==> src/rtl/wdt_pkg.sv <==
package wdt_pkg;
    localparam int HI_W     = 6;
    localparam int LOCK_BIT = 6;
    localparam int SEL_BIT  = 7;
    localparam int REG_W    = 8;
endpackage

==> src/rtl/wdt_prescaler.sv <==
module wdt_prescaler #(
    parameter int PRE_W = 4
) (
    input  logic clk,
    input  logic rst_n,
    input  logic clr,
    output logic tick_o
);
    generate
        if (PRE_W > 0) begin : g_div
            typedef struct packed {
                logic [PRE_W-1:0] cnt;
            } pre_st_t;
            pre_st_t st_d, st_q;

            always_comb begin
                st_d = st_q;
                if (clr) st_d.cnt = '0;
                else     st_d.cnt = st_q.cnt + 1'b1;
            end

            always_ff @(posedge clk or negedge rst_n) begin
                if (!rst_n) st_q <= '0;
                else        st_q <= st_d;
            end

            assign tick_o = &st_q.cnt;

            // ticks are isolated single-cycle enables
            p_tick_gap_r5: assert property (@(posedge clk) disable iff (!rst_n)
                tick_o |=> !tick_o);
        end else begin : g_nodiv
            logic unused_clr;
            assign unused_clr = clr;
            assign tick_o = 1'b1;
        end
    endgenerate
endmodule

==> src/rtl/wdt_down_counter.sv <==
module wdt_down_counter #(
    parameter int W = 8
) (
    input  logic         clk,
    input  logic         rst_n,
    input  logic         reload,
    input  logic         dec,
    output logic [W-1:0] val_o,
    output logic         uf_o
);
    typedef struct packed {
        logic [W-1:0] val;
    } cnt_st_t;
    cnt_st_t st_d, st_q;

    always_comb begin
        st_d = st_q;
        if (reload)   st_d.val = '1;
        else if (dec) st_d.val = st_q.val - 1'b1;
    end

    always_ff @(posedge clk or negedge rst_n) begin
        if (!rst_n) st_q.val <= '1;
        else        st_q     <= st_d;
    end

    assign val_o = st_q.val;
    assign uf_o  = dec && (st_q.val == '0);

    // a stage that underflows wraps to all ones
    p_wrap_r4: assert property (@(posedge clk) disable iff (!rst_n)
        (uf_o && !reload) |=> (val_o == '1));
endmodule

==> src/rtl/guard_timer.sv <==
module guard_timer #(
    parameter int LO_W    = 8,
    parameter int PRE_W   = 4,
    parameter int RST_CYC = 16
) (
    input  logic       clk,
    input  logic       rst_n,
    input  logic       wr_en_i,
    input  logic [7:0] wr_data_i,
    input  logic       rd_en_i,
    output logic [7:0] rd_data_o,
    input  logic       stop_req_i,
    output logic       stop_ack_o,
    output logic       wdt_rst_o
);
    import wdt_pkg::*;

    localparam int RW = $clog2(RST_CYC + 1);

    typedef struct packed {
        logic          armed;
        logic          sel;
        logic          lock;
        logic [RW-1:0] rcnt;
    } ctl_st_t;

    ctl_st_t st_d, st_q;

    logic            tick;
    logic            busy;
    logic            wr_eff;
    logic            lo_dec, lo_uf;
    logic            hi_dec, hi_uf;
    logic            bad_stop;
    logic            trig;
    logic            reload;
    logic [LO_W-1:0] lo_val;
    logic [HI_W-1:0] hi_val;
    logic [5:0]      unused_wr_bits;

    assign unused_wr_bits = wr_data_i[5:0];

    wdt_prescaler #(.PRE_W(PRE_W)) u_pre (
        .clk    (clk),
        .rst_n  (rst_n),
        .clr    (busy),
        .tick_o (tick)
    );

    wdt_down_counter #(.W(LO_W)) u_lo (
        .clk    (clk),
        .rst_n  (rst_n),
        .reload (reload),
        .dec    (lo_dec),
        .val_o  (lo_val),
        .uf_o   (lo_uf)
    );

    wdt_down_counter #(.W(HI_W)) u_hi (
        .clk    (clk),
        .rst_n  (rst_n),
        .reload (reload),
        .dec    (hi_dec),
        .val_o  (hi_val),
        .uf_o   (hi_uf)
    );

    always_comb begin
        busy     = (st_q.rcnt != '0);
        wr_eff   = wr_en_i && !busy;
        lo_dec   = st_q.armed && tick;
        hi_dec   = st_q.sel ? lo_dec : lo_uf;
        bad_stop = stop_req_i && st_q.lock && !busy;
        trig     = (hi_uf && !wr_eff) || bad_stop;
        reload   = busy || trig || wr_eff;

        st_d = st_q;
        if (busy) begin
            st_d.rcnt  = st_q.rcnt - 1'b1;
            st_d.armed = 1'b0;
            st_d.sel   = 1'b0;
            st_d.lock  = 1'b0;
        end else if (trig) begin
            st_d.rcnt  = RW'(RST_CYC);
            st_d.armed = 1'b0;
            st_d.sel   = 1'b0;
            st_d.lock  = 1'b0;
        end else if (wr_eff) begin
            st_d.armed = 1'b1;
            st_d.sel   = wr_data_i[SEL_BIT];
            st_d.lock  = st_q.lock | wr_data_i[LOCK_BIT];
        end
    end

    always_ff @(posedge clk or negedge rst_n) begin
        if (!rst_n) st_q <= '0;
        else        st_q <= st_d;
    end

    assign wdt_rst_o  = busy;
    assign stop_ack_o = stop_req_i && !st_q.lock && !busy;
    assign rd_data_o  = rd_en_i ? {st_q.sel, st_q.lock, hi_val} : 8'h00;

    // an idle timer keeps its count
    p_idle_r2: assert property (@(posedge clk) disable iff (!rst_n)
        (!st_q.armed && !wr_en_i && !stop_req_i && !wdt_rst_o) |=> $stable(hi_val) && $stable(lo_val));

    // an accepted write leaves both stages full
    p_reload_r3: assert property (@(posedge clk) disable iff (!rst_n)
        (wr_en_i && !wdt_rst_o) |=> (hi_val == '1) && (lo_val == '1));

    // the lock only drops through an internal reset
    p_lock_sticky_r7: assert property (@(posedge clk) disable iff (!rst_n)
        (st_q.lock && !trig) |=> st_q.lock);

    // an illegal stop request raises the reset at the next edge
    p_bad_stop_r8: assert property (@(posedge clk) disable iff (!rst_n)
        (stop_req_i && st_q.lock && !wdt_rst_o) |=> wdt_rst_o);

    // during the reset pulse the block is held in its reset state
    p_hold_r9: assert property (@(posedge clk) disable iff (!rst_n)
        wdt_rst_o |-> (!st_q.armed && !st_q.lock && !st_q.sel && hi_val == '1));

    // a write beats a same-cycle underflow
    p_write_wins_r10: assert property (@(posedge clk) disable iff (!rst_n)
        (wr_en_i && !wdt_rst_o && !(stop_req_i && st_q.lock)) |=> !wdt_rst_o);
endmodule

==> config.mk <==
export PLATFORM = sky130hd
export DESIGN_NAME = guard_timer
export DESIGN_NICKNAME = d
export VERILOG_FILES = /design/src/rtl/wdt_pkg.sv /design/src/rtl/wdt_prescaler.sv /design/src/rtl/wdt_down_counter.sv /design/src/rtl/guard_timer.sv
export SDC_FILE = /design/constraint.sdc
export NUM_CORES = 1
export LEC_CHECK = 0
export BUFFER_PORTS_ARGS = -buffer_cell sky130_fd_sc_hd__buf_2
export CORE_ASPECT_RATIO = 0.5
export CORE_MARGIN = 2
export CORE_UTILIZATION = 40
export DETAILED_ROUTE_END_ITERATION = 8
export PLACE_DENSITY = 0.59
export SLEW_MARGIN = 20
export SYNTH_ARGS = -nofsm -noshare
export SYNTH_HDL_FRONTEND = slang
export SYNTH_SLANG_ARGS = --single-unit
==> constraint.sdc <==
create_clock -name clk -period 1.8 [get_ports clk]
set_clock_uncertainty 0.1 [all_clocks]
set_input_delay 0.36 -clock clk [delete_from_list [all_inputs] [get_ports clk]]
set_output_delay 0.36 -clock clk [all_outputs]
set_load 0.005 [all_outputs]
# After elaboration in Yosys (flattened, before gate mapping)

Cells that the tools add are included.

Add/sub/neg operators: 4
$mul: 0
Divide/modulo/power cells: 0
Order comparisons: 0
Equality and inequality tests: 0
Shift operators: 0
Muxes and demuxes: 11
Bitwise gates (word level): 1
Reductions and logical operators: 23

Operators by type and width:

| kind                | number |
|---|---|
| $mux 8              | 4 |
| $mux 6              | 2 |
| $logic_and 1x1->1   | 9 |
| $logic_not 8->1     | 1 |
| $sub 8x1->8 const B | 1 |
| $logic_not 6->1     | 1 |
| $mux 3              | 2 |
| $reduce_bool 2->1   | 3 |
| $sub 6x1->6 const B | 1 |
| $mux 5              | 1 |
| $reduce_bool 5->1   | 1 |
| $sub 5x1->5 const B | 1 |
| $add 4x1->4 const B | 1 |
| $mux 4              | 1 |
| $reduce_and 4->1    | 1 |
| $logic_not 1->1     | 3 |
| $logic_or 1x1->1    | 3 |
| $reduce_bool 3->1   | 1 |
| $mux 1              | 1 |
| $or 1x1->1          | 1 |

Register bits: 26
Latch bits: 0
Bits in writable memories: 0
ROM bits: 0
Input bits: 13
Word-level logic and storage cells: 46
Memories: 0

# Logic depth before layout (Yosys ltp)

Word-level depth: 10
Depth in mapped cells: 7

# Hierarchy

Synthesis repeated with hierarchy kept, for this count alone.

Cells, all modules: 133
Area total of the unflattened synthesis: 1395.1 um^2

By module, submodules not included:

| module                   | times used | cells each | area each (um^2) |
|---|---|---|---|
| guard_timer              | 1          | 46         | 447.9 |
| wdt_down_counter at u_lo | 1          | 41         | 431.7 |
| wdt_down_counter at u_hi | 1          | 32         | 337.8 |
| wdt_prescaler            | 1          | 14         | 177.7 |

# Worst setup path before layout

Ideal clock, no wire load.

Path kind: reg-to-reg
Start: reg u_lo.st_q (netlist bit u_lo.val_o[0])
End: reg u_hi.st_q (netlist bit u_hi.val_o[2])
Library setup time: 0.085 ns
Arrival time: 1.603 ns
Data required time: 1.615 ns
Slack: 0.011 ns
Cell stages (with the launch flop): 8
Buffers on the path: 2
Period minus slack after synthesis: 1.789 ns
Path through: dfstp_2 inv_1 ha_1 a31o_2 buf_2 a21oi_1 buf_4 o21ai_0

Longest elaborated chain between the ends: 9

Ends and longest elaborated chain:

| element                                     | RTL line               | RTL |
|---|---|---|
| start: declaration                          | wdt_down_counter.sv:14 | `cnt_st_t st_d, st_q;` |
| start signal: assignment                    | wdt_down_counter.sv:24 | `else st_q <= st_d;` |
| $logic_not 8->1 *                           | wdt_down_counter.sv:28 | `assign uf_o = dec && (st_q.val == '0);` |
| $logic_and 1x1->1 *                         | wdt_down_counter.sv:28 |  |
| $mux 1 *                                    | guard_timer.sv:72      | `hi_dec = st_q.sel ? lo_dec : lo_uf;` |
| $logic_and 1x1->1                           | wdt_down_counter.sv:28 |  |
| $logic_and 1x1->1                           | guard_timer.sv:74      | `trig = (hi_uf && !wr_eff) \|\| bad_stop;` |
| $logic_or 1x1->1                            | guard_timer.sv:74      |  |
| $logic_or 1x1->1 (2 in a row)               | guard_timer.sv:75      | `reload = busy \|\| trig \|\| wr_eff;` |
| $mux 6 or $reduce_bool 2->1 (tied branches) | n/a                    |  |
| end signal: assignment                      | wdt_down_counter.sv:24 |  |
| end: declaration                            | wdt_down_counter.sv:14 |  |

Every way passes the cells marked *; elsewhere a longest branch is shown, timed or not.
A chain may end at the register's enable or synchronous reset.

# Worst setup path in the final report

Start: reg st_q[1] (netlist bit)
End: out stop_ack_o

Longest elaborated chain between the ends: 3

Ends and longest elaborated chain:

| element                  | RTL line           | RTL |
|---|---|---|
| start: declaration       | guard_timer.sv:27  | `ctl_st_t st_d, st_q;` |
| start signal: assignment | guard_timer.sv:97  | `else st_q <= st_d;` |
| $reduce_bool 5->1        | guard_timer.sv:69  | `busy = (st_q.rcnt != '0);` |
| $logic_not 1->1          | guard_timer.sv:101 | `assign stop_ack_o = stop_req_i && !st_q.lock && !busy;` |
| $logic_and 1x1->1        | guard_timer.sv:101 |  |
| end: declaration         | guard_timer.sv:13  | `output logic stop_ack_o,` |

No other way between the ends.

==> out/qor.yml <==
status:
  status: "finished with violations"
  violations: "negative setup slack"
yosys:
  synth_nets: 170
  synth_cell_types: 43
  synth-seq-area-share: 0.452
  yosys-mux-area-fraction: 0
  yosys.area.top_type_share: 0.249
  yosys_warnings: 0
  synth_top_family_by_area: "simple AND/OR/NAND/NOR gates"
  synth_seq_cells: 26
  synth_compound_area_frac: 0.113
  synth_area_um2: 1480
  synth_top_cells_by_area: "dfstp_2, dfrtp_1, ha_1"
  yosys.area.top_type: "dfstp_2"
  yosys.area_share.simple: 0.291
  synth-adder-area-share: 0.0592
  synthCells: 150
  avgSynthCellArea_um2: 9.86
  synth-xor-area-share: 0.0533
critical_path:
  start_kind: "flop"
  required_ns: 1.34
  r2r_cells: 10
  worstSetupPathType: "reg2out"
  arrival_ns: 1.53
  critPathCaptureType: "output port"
  critPathMaxFanout: 4
floorplanning:
  dieArea_um2: 4230
  initial_core_util: 0.424
  die_h_um: 47.0
  core_um2: 3490
  std_cell_rows: 15
  io_pins: 23
  die_x_um: 90.0
finish:
  syn2layout_area_growth_pct: 29.8
  fin_nets: 209
  layout-drive-gt1-share: 0.436
  antenna_cells: 0
global_routing:
  globalRouteOverflowTotal: 0
  grt_pass1_wl_um: 5300
  grt_pass1_vias: 1117
  grt_max_degree: 27
  gr-usage-all-layers: 0.165
  antenna_found_initial: 0
drt:
  antenna_left: 0
  drc: 0
  vias_per_cell: 5.17
  post_drt_wl_per_cell_um: 13.7
  drtIter0Drc: 42
  via_count: 1236
  first_pass_iters: 4
  wl_um: 3270
clock_tree:
  h-tree-depth: 1
  numCtsBuffers: 3
  cts_sinks: 26
  clk_latency_ns: 0.27
  clk_pin_slew_ns: 0.09
  clock_path_buffers: 2
  cts_tree: "built"
  cts_root_buffer: "clkbuf_8"
timing:
  setup_slack_ns: -0.190
  post-route-min-period_ns: 1.99
  post-route-period-util: 1.11
  fin_tns_setup_ns: -0.993
  relSlewSlack: 0.611
  fmax_mhz: 502
  worstMarginPinSlew_ns: 0.583
  slew_viol_final: 0
  hold_viol_final: 0
  rsz0062_at_grt: "true"
  setup_viol: 16
  fin_hold_ws_ns: 0.214
worst_hold_path:
  hold_class: "in2reg"
  min_path_cells: 3
run:
  drv_cap: 0
power_and_ir_drop:
  powerDensity_nw_per_um2: 851
  ir_drop_v: 0.000633
  leakage_nw: 0.840
placed_design:
  io_buffers: 16
  gp_congestion: 0.794
  dp_hpwl_um: 2250
  pre_cts_slack_ns: -0.0109
==> cells in the final DEF (no fill, tap or decap), types with 8 or more instances in the layout <==
| cell type | count |
|---|---|
| nand3_1 | 8 |
| buf_2 | 15 |
| and2_1 | 9 |
| nor2_1 | 13 |
| dfrtp_1 | 12 |
| nand2_1 | 10 |
| buf_4 | 17 |
| dfstp_2 | 14 |
==> synth_stat cells <==
| library cell | instances |
|---|---|
| nor3b_1 | 1 |
| nor4_4 | 1 |
| a31o_2 | 1 |
| clkbuf_1 | 1 |
| o32ai_1 | 1 |
| buf_4 | 1 |
| a31oi_1 | 3 |
| nand3_2 | 1 |
| and2_1 | 9 |
| nor3_1 | 3 |
| o31ai_1 | 1 |
| nor4_1 | 1 |
| a41oi_1 | 1 |
| o211ai_1 | 1 |
| inv_2 | 1 |
| ha_1 | 7 |
| xnor2_1 | 4 |
| o22ai_1 | 1 |
| nor4_2 | 1 |
| nand3b_1 | 2 |
| dfrtp_1 | 12 |
| inv_1 | 7 |
| xor2_1 | 5 |
| nor2_1 | 13 |
| and4_1 | 5 |
| or3_1 | 1 |
| buf_2 | 1 |
| dfstp_2 | 14 |
| a21oi_2 | 1 |
| nor4b_1 | 1 |
| nand3_1 | 10 |
| nand2b_1 | 1 |
| nand4_1 | 2 |
| nor4b_4 | 1 |
| o21ai_0 | 9 |
| a21oi_1 | 2 |
| or4_4 | 1 |
| o21bai_1 | 2 |
| or2_2 | 1 |
| a31oi_2 | 1 |
| o211a_1 | 1 |
| and3_1 | 2 |
| nand2_1 | 15 |
==> metrics by stage <==
step	util	total power, mW	cells	area (µm²)
3_5_place_dp	0.492	1.14	229	1720
5_1_grt	0.550	1.75	239	1920
4_1_cts	0.524	1.59	236	1830
6_report	0.550	1.63	239	1920
2_1_floorplan	-	0.959	150	1480
3_3_place_gp	0.492	1.13	229	1720
==> repair_timing <==
item | 4_1_cts | 5_1_grt
buffers inserted | 2 | 3
hold buffers | 1 | 0
gates resized for setup | 8 | 21
endpoints found under the setup margin | 2 | 21
hold endpoints to repair | 1 | 0
pin swaps | 1 | 3
==> logic make-up (layout without fill, tap and decap cells) <==
family,after synthesis,after routing
xor gates and xnor gates,9,9
adders and majority gates,7,7
DFF,26,26
AOI/OAI and AO/OA,25,25
and+or+nand+nor,72,72
buffers and inverters,11,49
==> worst paths after layout <==
check	to	slack, ns	startpoint
worst max-delay path	stop_ack_o	-0.19	st_q[1]
min in group asynchronous	st_q[2]	0.54	rst_n
worst min register to register	u_pre.g_div.st_q[0]	0.36	u_pre.g_div.st_q[0]
max in group asynchronous	st_q[6]	0.67	rst_n
worst min-delay path	st_q[6]	0.21	wr_data_i[7]
worst max register to register	u_lo.val_o[1]	-0.08	st_q[1]
==> worst max-delay path, stage by stage, from the launching register on <==
cell	delay, ns
dfrtp_1	0.39
inv_2	0.09
ha_4	0.14
nor4b_4	0.17
buf_4	0.17
inv_4	0.04
nor3b_2	0.14
buf_2	0.13
==> flip-flops by register name, indices dropped and copies added (netlist names) <==
name / cells
st_q: 8
u_hi.val_o: 6
u_lo.val_o: 8
u_pre.g_div.st_q: 4
==> cell type report <==
| cell class | instances | area [µm²] |
|---|---|---|
| clock buffer | 4 | 55.1 |
| fill | 329 | 1570 |
| inverter | 8 | 32.5 |
| multi-input combinational | 113 | 842 |
| sequential | 26 | 668 |
| tap | 51 | 63.8 |
| timing repair buffer | 37 | 258 |
==> routing by layer <==
layer	vias up	track usage	part of all wire
met5	-	0	0
met4	0	0.0554	0.0070
met3	5	0.0385	0.021
met2	17	0.277	0.48
met1	606	0.220	0.49
li1	608	-	-
==> power breakdown <==
| part | internal, mW | switching, mW | total (mW) | leakage (nW) |
|---|---|---|---|---|
| clock network | 0.196 | 0.188 | 0.384 | 0.0288 |
| registers | 0.656 | 0.0655 | 0.721 | 0.303 |
| logic | 0.300 | 0.228 | 0.528 | 0.508 |
Note: power is estimated with default switching activity, not from simulation.
